**src/rtl/bitop_pkg.sv**
```systemverilog
// Package: shared operation codes, sequencer states and the helper that
// tells whether an operation needs a memory bit operand.
package bitop_pkg;

    typedef enum logic [3:0] {
        OP_LDC    = 4'd0,
        OP_STC    = 4'd1,
        OP_ANDC   = 4'd2,
        OP_ANDNC  = 4'd3,
        OP_ORC    = 4'd4,
        OP_ORNC   = 4'd5,
        OP_CLRB   = 4'd6,
        OP_SETB   = 4'd7,
        OP_CPLB   = 4'd8,
        OP_CLRC   = 4'd9,
        OP_SETC   = 4'd10,
        OP_CPLC   = 4'd11,
        OP_TSTCLR = 4'd12
    } bitop_e;

    typedef enum logic [2:0] {
        ST_IDLE,
        ST_RD,
        ST_EVAL,
        ST_WR,
        ST_LOCAL,
        ST_DONE
    } seq_e;

    // True when the operation reads or writes an addressed bit
    function automatic logic op_uses_bit(input bitop_e o);
        return (o <= OP_CPLB) || (o == OP_TSTCLR);
    endfunction

endpackage

```
**src/rtl/bitop_addr_map.sv**
```systemverilog
// Address map: turns a bit address into a byte address and a bit index.
// The lower half maps to a packed RAM window at RAM_BASE. The upper half
// maps to registers whose byte address is a multiple of the byte width.
// Assumes BYTE_W is a power of two.
module bitop_addr_map #(
    parameter int              BYTE_W     = 8,
    parameter logic [7:0]      RAM_BASE   = 8'h20,
    parameter logic [7:0]      CARRY_BYTE = 8'hD0,
    parameter int              CARRY_IDX  = 7,
    localparam int             IDX_W      = $clog2(BYTE_W)
) (
    input  logic [BYTE_W-1:0]  bit_addr,
    output logic [BYTE_W-1:0]  byte_addr,
    output logic [IDX_W-1:0]   bit_idx,
    output logic               is_carry
);
    logic upper;

    // Select the window and compute the byte, index and carry alias
    always_comb begin
        upper     = bit_addr[BYTE_W-1];
        bit_idx   = bit_addr[IDX_W-1:0];
        byte_addr = upper ? {bit_addr[BYTE_W-1:IDX_W], {IDX_W{1'b0}}}
                          : RAM_BASE + (bit_addr >> IDX_W);
        is_carry  = upper && (byte_addr == CARRY_BYTE)
                          && (bit_idx == IDX_W'(CARRY_IDX));
    end
endmodule

```
**src/rtl/bitop_alu.sv**
```systemverilog
// Bit logic: computes the next carry, the new bit value, whether the
// bit must be written back, and the test-and-clear hit. Pure combinational.
module bitop_alu
    import bitop_pkg::*;
(
    input  bitop_e op,
    input  logic   cin,
    input  logic   bval,
    output logic   cout,
    output logic   bnew,
    output logic   bwr,
    output logic   hit
);
    // Decode the operation into its carry and bit effects
    always_comb begin
        cout = cin;
        bnew = bval;
        bwr  = 1'b0;
        hit  = 1'b0;
        unique case (op)
            OP_LDC:    cout = bval;
            OP_STC:    begin bnew = cin;   bwr = 1'b1; end
            OP_ANDC:   cout = cin & bval;
            OP_ANDNC:  cout = cin & ~bval;
            OP_ORC:    cout = cin | bval;
            OP_ORNC:   cout = cin | ~bval;
            OP_CLRB:   begin bnew = 1'b0;  bwr = 1'b1; end
            OP_SETB:   begin bnew = 1'b1;  bwr = 1'b1; end
            OP_CPLB:   begin bnew = ~bval; bwr = 1'b1; end
            OP_CLRC:   cout = 1'b0;
            OP_SETC:   cout = 1'b1;
            OP_CPLC:   cout = ~cin;
            OP_TSTCLR: begin hit = bval; bnew = 1'b0; bwr = bval; end
            default:   cout = cin;
        endcase
    end
endmodule

```
**src/rtl/bitop_merge.sv**
```systemverilog
// Byte merge: replaces one bit of a read byte and passes the rest through.
module bitop_merge #(
    parameter int  BYTE_W = 8,
    localparam int IDX_W  = $clog2(BYTE_W)
) (
    input  logic [BYTE_W-1:0] rdata,
    input  logic [IDX_W-1:0]  idx,
    input  logic              bnew,
    output logic [BYTE_W-1:0] wdata
);
    // One mux per bit lane
    for (genvar g = 0; g < BYTE_W; g++) begin : g_lane
        assign wdata[g] = (idx == IDX_W'(g)) ? bnew : rdata[g];
    end
endmodule

```
**src/rtl/bitop_unit.sv**
```systemverilog
// Top: sequences one bit operation at a time over a byte-wide memory port
// and holds the carry accumulator. Memory returns read data one cycle after
// mem_rd, and a write completes at the edge that ends the mem_we cycle.
// A start is taken only in the idle state.
module bitop_unit
    import bitop_pkg::*;
#(
    parameter int         BYTE_W     = 8,
    parameter logic [7:0] RAM_BASE   = 8'h20,
    parameter logic [7:0] CARRY_BYTE = 8'hD0,
    parameter int         CARRY_IDX  = 7,
    localparam int        IDX_W      = $clog2(BYTE_W)
) (
    input  logic              clk,
    input  logic              rst_n,
    input  logic              start,
    input  logic [3:0]        op,
    input  logic [BYTE_W-1:0] bit_addr,
    output logic              done,
    output logic              carry,
    output logic              test_hit,
    output logic [BYTE_W-1:0] mem_addr,
    output logic              mem_rd,
    input  logic [BYTE_W-1:0] mem_rdata,
    output logic              mem_we,
    output logic [BYTE_W-1:0] mem_wdata
);
    seq_e              st;
    bitop_e            op_q;
    logic [BYTE_W-1:0] addr_q, wdata_q, rkeep_q;
    logic [IDX_W-1:0]  idx_q;
    logic              carry_q, hit_q;

    logic [BYTE_W-1:0] map_byte, merged;
    logic [IDX_W-1:0]  map_idx;
    logic              map_carry;
    logic              alu_bval, alu_cout, alu_bnew, alu_bwr, alu_hit;

    bitop_addr_map #(
        .BYTE_W(BYTE_W), .RAM_BASE(RAM_BASE),
        .CARRY_BYTE(CARRY_BYTE), .CARRY_IDX(CARRY_IDX)
    ) u_map (
        .bit_addr(bit_addr), .byte_addr(map_byte),
        .bit_idx(map_idx), .is_carry(map_carry)
    );

    // Operand: the carry itself on the local path, else the fetched bit
    assign alu_bval = (st == ST_LOCAL) ? carry_q : mem_rdata[idx_q];

    bitop_alu u_alu (
        .op(op_q), .cin(carry_q), .bval(alu_bval),
        .cout(alu_cout), .bnew(alu_bnew), .bwr(alu_bwr), .hit(alu_hit)
    );

    bitop_merge #(.BYTE_W(BYTE_W)) u_merge (
        .rdata(mem_rdata), .idx(idx_q), .bnew(alu_bnew), .wdata(merged)
    );

    // Sequencer: accept, fetch, evaluate, write back, report
    always_ff @(posedge clk) begin
        if (!rst_n) begin
            st      <= ST_IDLE;
            op_q    <= OP_LDC;
            addr_q  <= '0;
            idx_q   <= '0;
            wdata_q <= '0;
            rkeep_q <= '0;
            carry_q <= 1'b0;
            hit_q   <= 1'b0;
        end else begin
            unique case (st)
                ST_IDLE: if (start) begin
                    op_q   <= bitop_e'(op);
                    addr_q <= map_byte;
                    idx_q  <= map_idx;
                    st     <= (op_uses_bit(bitop_e'(op)) && !map_carry)
                              ? ST_RD : ST_LOCAL;
                end
                ST_RD:   st <= ST_EVAL;
                ST_EVAL: begin
                    carry_q <= alu_cout;
                    hit_q   <= alu_hit;
                    wdata_q <= merged;
                    rkeep_q <= mem_rdata;
                    st      <= alu_bwr ? ST_WR : ST_DONE;
                end
                ST_WR:   st <= ST_DONE;
                ST_LOCAL: begin
                    carry_q <= alu_bwr ? alu_bnew : alu_cout;
                    hit_q   <= alu_hit;
                    st      <= ST_DONE;
                end
                default: st <= ST_IDLE;
            endcase
        end
    end

    // Drive the outputs straight from state
    assign done      = (st == ST_DONE);
    assign mem_rd    = (st == ST_RD);
    assign mem_we    = (st == ST_WR);
    assign mem_addr  = addr_q;
    assign mem_wdata = wdata_q;
    assign carry     = carry_q;
    assign test_hit  = hit_q;


    wr_then_done_chk: assert property (@(posedge clk) disable iff (!rst_n)
        mem_we |=> done);

    done_pulse_chk: assert property (@(posedge clk) disable iff (!rst_n)
        done |=> !done);

    rd_we_excl_chk: assert property (@(posedge clk) disable iff (!rst_n)
        !(mem_rd && mem_we));

    keep_bits_chk: assert property (@(posedge clk) disable iff (!rst_n)
        mem_we |-> (((mem_wdata ^ rkeep_q) & ~(BYTE_W'(1) << idx_q)) == '0));

    carry_hold_chk: assert property (@(posedge clk) disable iff (!rst_n)
        (st inside {ST_IDLE, ST_RD, ST_WR, ST_DONE}) |=> $stable(carry));

    busy_ignore_chk: assert property (@(posedge clk) disable iff (!rst_n)
        (st != ST_IDLE) |=> $stable(addr_q));
endmodule

```
**config.mk**
```make
export PLATFORM = sky130hd
export DESIGN_NAME = bitop_unit
export DESIGN_NICKNAME = d
export VERILOG_FILES = /design/src/rtl/bitop_pkg.sv /design/src/rtl/bitop_addr_map.sv /design/src/rtl/bitop_alu.sv /design/src/rtl/bitop_merge.sv /design/src/rtl/bitop_unit.sv
export SDC_FILE = /design/constraint.sdc
export NUM_CORES = 1
export LEC_CHECK = 0
export BUFFER_PORTS_ARGS = -buffer_cell sky130_fd_sc_hd__buf_2
export CORE_MARGIN = 2
export CORE_UTILIZATION = 50
export CTS_BUF_LIST = sky130_fd_sc_hd__clkbuf_8
export DETAILED_ROUTE_END_ITERATION = 6
export GPL_TIMING_DRIVEN = 1
export PLACE_DENSITY = 0.78
export SETUP_SLACK_MARGIN = 0.2
export SYNTH_ARGS = -nofsm -noshare
export SYNTH_HDL_FRONTEND = slang
export SYNTH_SLANG_ARGS = --single-unit
```
**constraint.sdc**
```tcl
create_clock -name clk -period 1.96 [get_ports clk]
set_input_delay 0.098 -clock clk [delete_from_list [all_inputs] [get_ports clk]]
set_output_delay 0.098 -clock clk [all_outputs]
set_load 0.05 [all_outputs]
```
==> results <==
- The final-report hold violation count is 0.
- In this run the horizontal extent of the chip is between 60 and 70 um.
- The count of routing violations after the opening detailed-route iteration is 127.
- The category of the most critical setup path is reg -> reg.
- The relative contribution of combinational cells to total power is 0.374.
- The flip-flop and latch count after synthesis is 28.
- In this run the remaining antenna-violating nets after routing total 0.
- Buffers inserted during clock tree synthesis total 3.
- For this run, the total global-route usage over all layers was measured as 0.244.
- The area share of the leading cell type in the synthesized netlist is 0.308.
- The part of the total power dissipated in sequential elements is 0.365.
- The initial utilization of the core area, before any placement, comes to 0.533.
- The worst flop-to-flop path startpoint is st[1]$_SDFFE_PN0P_.
- The die footprint is 0.00414 mm^2.
- The post-CTS clock slew at the launch and capture registers of the worst setup and hold paths is roughly 100 ps.
- Of the total power, the share spent switching nets is 0.362.
- The worst hold endpoint is idx_q[0]$_SDFFE_PN0P_.
- The instance count of the mapped netlist is ~240.
- The final worst-path cycle share is 0.990.
- The static leakage is 1.02 nW.
- By area the synthesized netlist is led by dfxtp_1 31%, nand2_1 8.0%, a21boi_0 6.2%.
- The reported max-cap violation count is 0.
- On the worst path, the slowest cell contributes a delay of around 470 ps.
- The final HPWL from detailed placement is 3360 um.
- In this run the worst hold path is classified as in -> reg.
- The maximum vdd ir drop is 0.352 mV.
- The routed layout has 1952 vias.
- The cell family contributing the most delay on the critical path is simple AND/OR/NAND/NOR gates.
- The global-route wire length before repair is just over 8000 um.
- The total overflow left after global routing is 0.
- Summing internal, switching and leakage power gives 1.81 mW.
- The final net count is 313.
- The depth of the worst register-to-register path is 7.
- For this run, the top clock speed supported by timing is around 520 MHz.
- In the final layout, the share of cells above drive strength 1 is 0.356.
- The placement-stage worst setup slack is -144 ps.
- The detail-routed via count per cell is ~6.
- Cell internal power was estimated by the tool at 1.16 mW.
- Hold repair after CTS inserted 0 buffers.
- The yosys synthesis warning count is 0.
- After layout, the minimum clock period comes to 1940 ps.
- On the critical path, the stage with the largest delay is an instance of or4b_4.
- The final core area utilization is 0.703.
- The worst clock skew on the final layout is 5.80 ps.
- Buffers added to address setup during post-CTS repair amount to 0.
- Among all flip-flop cells after synthesis, the most frequent one is dfxtp_1.
- The capturing point of the worst reg2reg path is carry$_SDFFE_PN0P_.
- The worst register-to-register path has a setup slack of 20 ps.
- The critical path depth is 7.
- Setup repair after global routing could not meet its margin everywhere.
- The number of buffers added on ports is 43.
- The mapped netlist covers 0.00182 mm^2.
- Counting flops with an async set or reset pin after synthesis yields a share of 0.
- The total setup violations reported at the end of the flow is 0.
- The largest area contributor in the netlist is dfxtp_1.
- The kind of start point of the critical path is a flop.
- In this run the worst path has a maximum fanout of 6.
- Traced cell by cell, the critical path runs through or3b_4 > buf_4 > or4b_4 > a21oi_2 > o211ai_1 > o211ai_1 > a211o_1.
- CTS built an H-tree with a depth of 1.
- The number of global-route vias before repair is 1821.
- In this run the deepest clock path goes through 2 buffers.
- TritonCTS built the clock tree.
- Headroom to the max-slew limit came out at 0.709.
- The initialized floorplan defines 21 standard-cell rows.
- At the worst endpoint, the required time is roughly 2200 ps.
- The chip height is 64.3 um.
- Counting flops with a built-in enable in the synthesized netlist gives 0.
- After detailed routing, the average wire length per cell comes to 14.3 um.
- The finished cells cover 0.00240 mm^2.
- Summed over all nets, the switching power comes to between 0.6 and 0.7 mW.
- The run finished with clean final reports.
- The cell area after placement is between 0.002 and 0.0025 mm^2.
- The clock reaches the later pin of the worst-skew pair after 290 ps.
- The area of the core region is around 0.0034 mm^2.
- The startpoint of the tightest hold check path is bit_addr[0].
- The first TritonRoute pass finished after 5 iterations.
- The number of nets produced by synthesis is 261.
- The number of different library cells in the post-synthesis netlist is 52.
- The worst path arrival time is 2170 ps.
- Counting instances, the worst hold path has a depth of 3.
- The signed area change from the synthesized netlist to the final layout is 32.0%.
- The actual slew at the worst max-slew pin is approximately 440 ps.
- The share of total power dissipated in the clock network is 0.261.
- The number of antenna diodes in the final layout is 0.
- The DRC violations left is 0.
- Wires add up to 4800 um.
- For this design, the sink count on the clock tree is 28.
- The cell type with the highest occurrence count on the critical path is o211ai_1.
- Entering global routing, the biggest net connects 30 pins.
- The number of max-slew violations in the final report is 0.
- The cell area power density is 755 mW/mm^2.
- The type of destination of the critical path is a flop.
- The number of top-level pins is 44.
- Setup slack closes at 20.3 ps.
- The initial antenna violation count was 0.
- The master cell of the clock root buffer is clkbuf_8.
- The worst path buffer plus inverter count is 1.
- The sequential cell area fraction in the yosys report is 0.308.
- The mean cell area of the mapped netlist is around 7.6 um^2.
- The congestion estimate from routability-driven global placement came to around 0.91.
==> worst max-delay path by stage <==
| stage | from | end |
|---|---|---|
| 2_1_floorplan | st[2]$_SDFFE_PN0P_ | mem_wdata[7]$_SDFFE_PN0P_ |
| 3_3_place_gp | idx_q[1]$_SDFFE_PN0P_ | mem_wdata[7]$_SDFFE_PN0P_ |
| 3_5_place_dp | idx_q[1]$_SDFFE_PN0P_ | mem_wdata[7]$_SDFFE_PN0P_ |
| 4_1_cts | st[2]$_SDFFE_PN0P_ | mem_wdata[7]$_SDFFE_PN0P_ |
| 5_1_grt | st[1]$_SDFFE_PN0P_ | mem_wdata[7]$_SDFFE_PN0P_ |
| 6_report | st[1]$_SDFFE_PN0P_ | carry$_SDFFE_PN0P_ |
==> cell usage in the layout (no fill, tap or decap), types with 5 or more instances in the layout <==
cell,count
nand3b_1,6
dfxtp_2,8
a21boi_0,15
nand2_1,39
inv_1,7
buf_2,43
a21oi_1,15
o31ai_1,5
nor2_1,16
o21ai_0,8
dfxtp_1,19
nand3_1,7
buf_4,22
nor2b_1,8
mux2i_1,5
==> synthesized netlist by cell type, types with 3 or more instances <==
cell and n:
o211a_1 3, clkbuf_1 16, nand3_1 8, dfxtp_1 28, o31ai_1 5, nand2b_1 3, and3_1 3, a21oi_1 17
nor2_1 16, o21ai_0 9, nand3b_1 6, a21boi_0 15, mux2i_1 6, nor2b_1 8, nor3_1 3, nand2_1 39
inv_1 7
==> worst min-delay path: cells and delay by family <==
kind / cells / cell delay (ps)
buffers and inverters: 1 / 100
AO/OA/AOI/OAI: 1 / 60
AND/OR/NAND/NOR: 1 / 40
==> flip-flops by register name, indices dropped and copies added, names as in the netlist <==
signal and cells:
idx_q 3, op_q 4, mem_wdata 8, carry 1, st 3, mem_addr 8, test_hit 1
==> power by group through the flow <==
stage          registers (mW)  logic, mW  clock network (mW)
5_1_grt                 0.670      0.739               0.496
4_1_cts                 0.658      0.646               0.482
6_report                0.662      0.678               0.473
2_1_floorplan           0.759      0.346                   0
3_5_place_dp            0.670      0.624                   0
3_3_place_gp            0.668      0.614                   0
==> layout make-up <==
| type | instances | area (um^2) |
|---|---|---|
| clock inverter | 1 | 30.0 |
| inverter | 7 | 26.3 |
| timing repair buffer | 66 | 400 |
| fill | 293 | 1010 |
| sequential | 28 | 574 |
| clock buffer | 3 | 41.3 |
| multi-input combinational | 184 | 1270 |
| tap | 46 | 57.6 |
==> layer usage <==
| metal | up-vias | wire, um | global-route usage |
|---|---|---|---|
| li1 | 967 | - | - |
| met1 | 914 | 2060 | 0.303 |
| met2 | 64 | 2410 | 0.430 |
| met3 | 7 | 262 | 0.0335 |
| met4 | 0 | 77 | 0.0851 |
| met5 | - | 0 | 0 |
==> cells by family after synthesis <==
group / Yosys count / share of synthesized area
simple gates: 105 / 0.311
compound gates: 71 / 0.275
flops: 28 / 0.308
buf+inv: 26 / 0.0605
mux: 8 / 0.0454
==> per-stage QoR <==
step | setup TNS [ps] | cells | hold WS (ps)
final | 0 | 335 | 50.4
after floorplan | -0.875 | 238 | 243
after detailed placement | -995 | 331 | 363
after CTS | 0 | 335 | 54.5
after global routing | -212 | 335 | 70.4
after global placement | -221 | 331 | 359
==> repair_timing <==
| item | 4_1_cts | 5_1_grt |
|---|---|---|
| setup endpoints to repair | 11 | 10 |
| pin swaps | 4 | 6 |
| resized for setup | 10 | 16 |
Power figures use the tool's default switching activity.
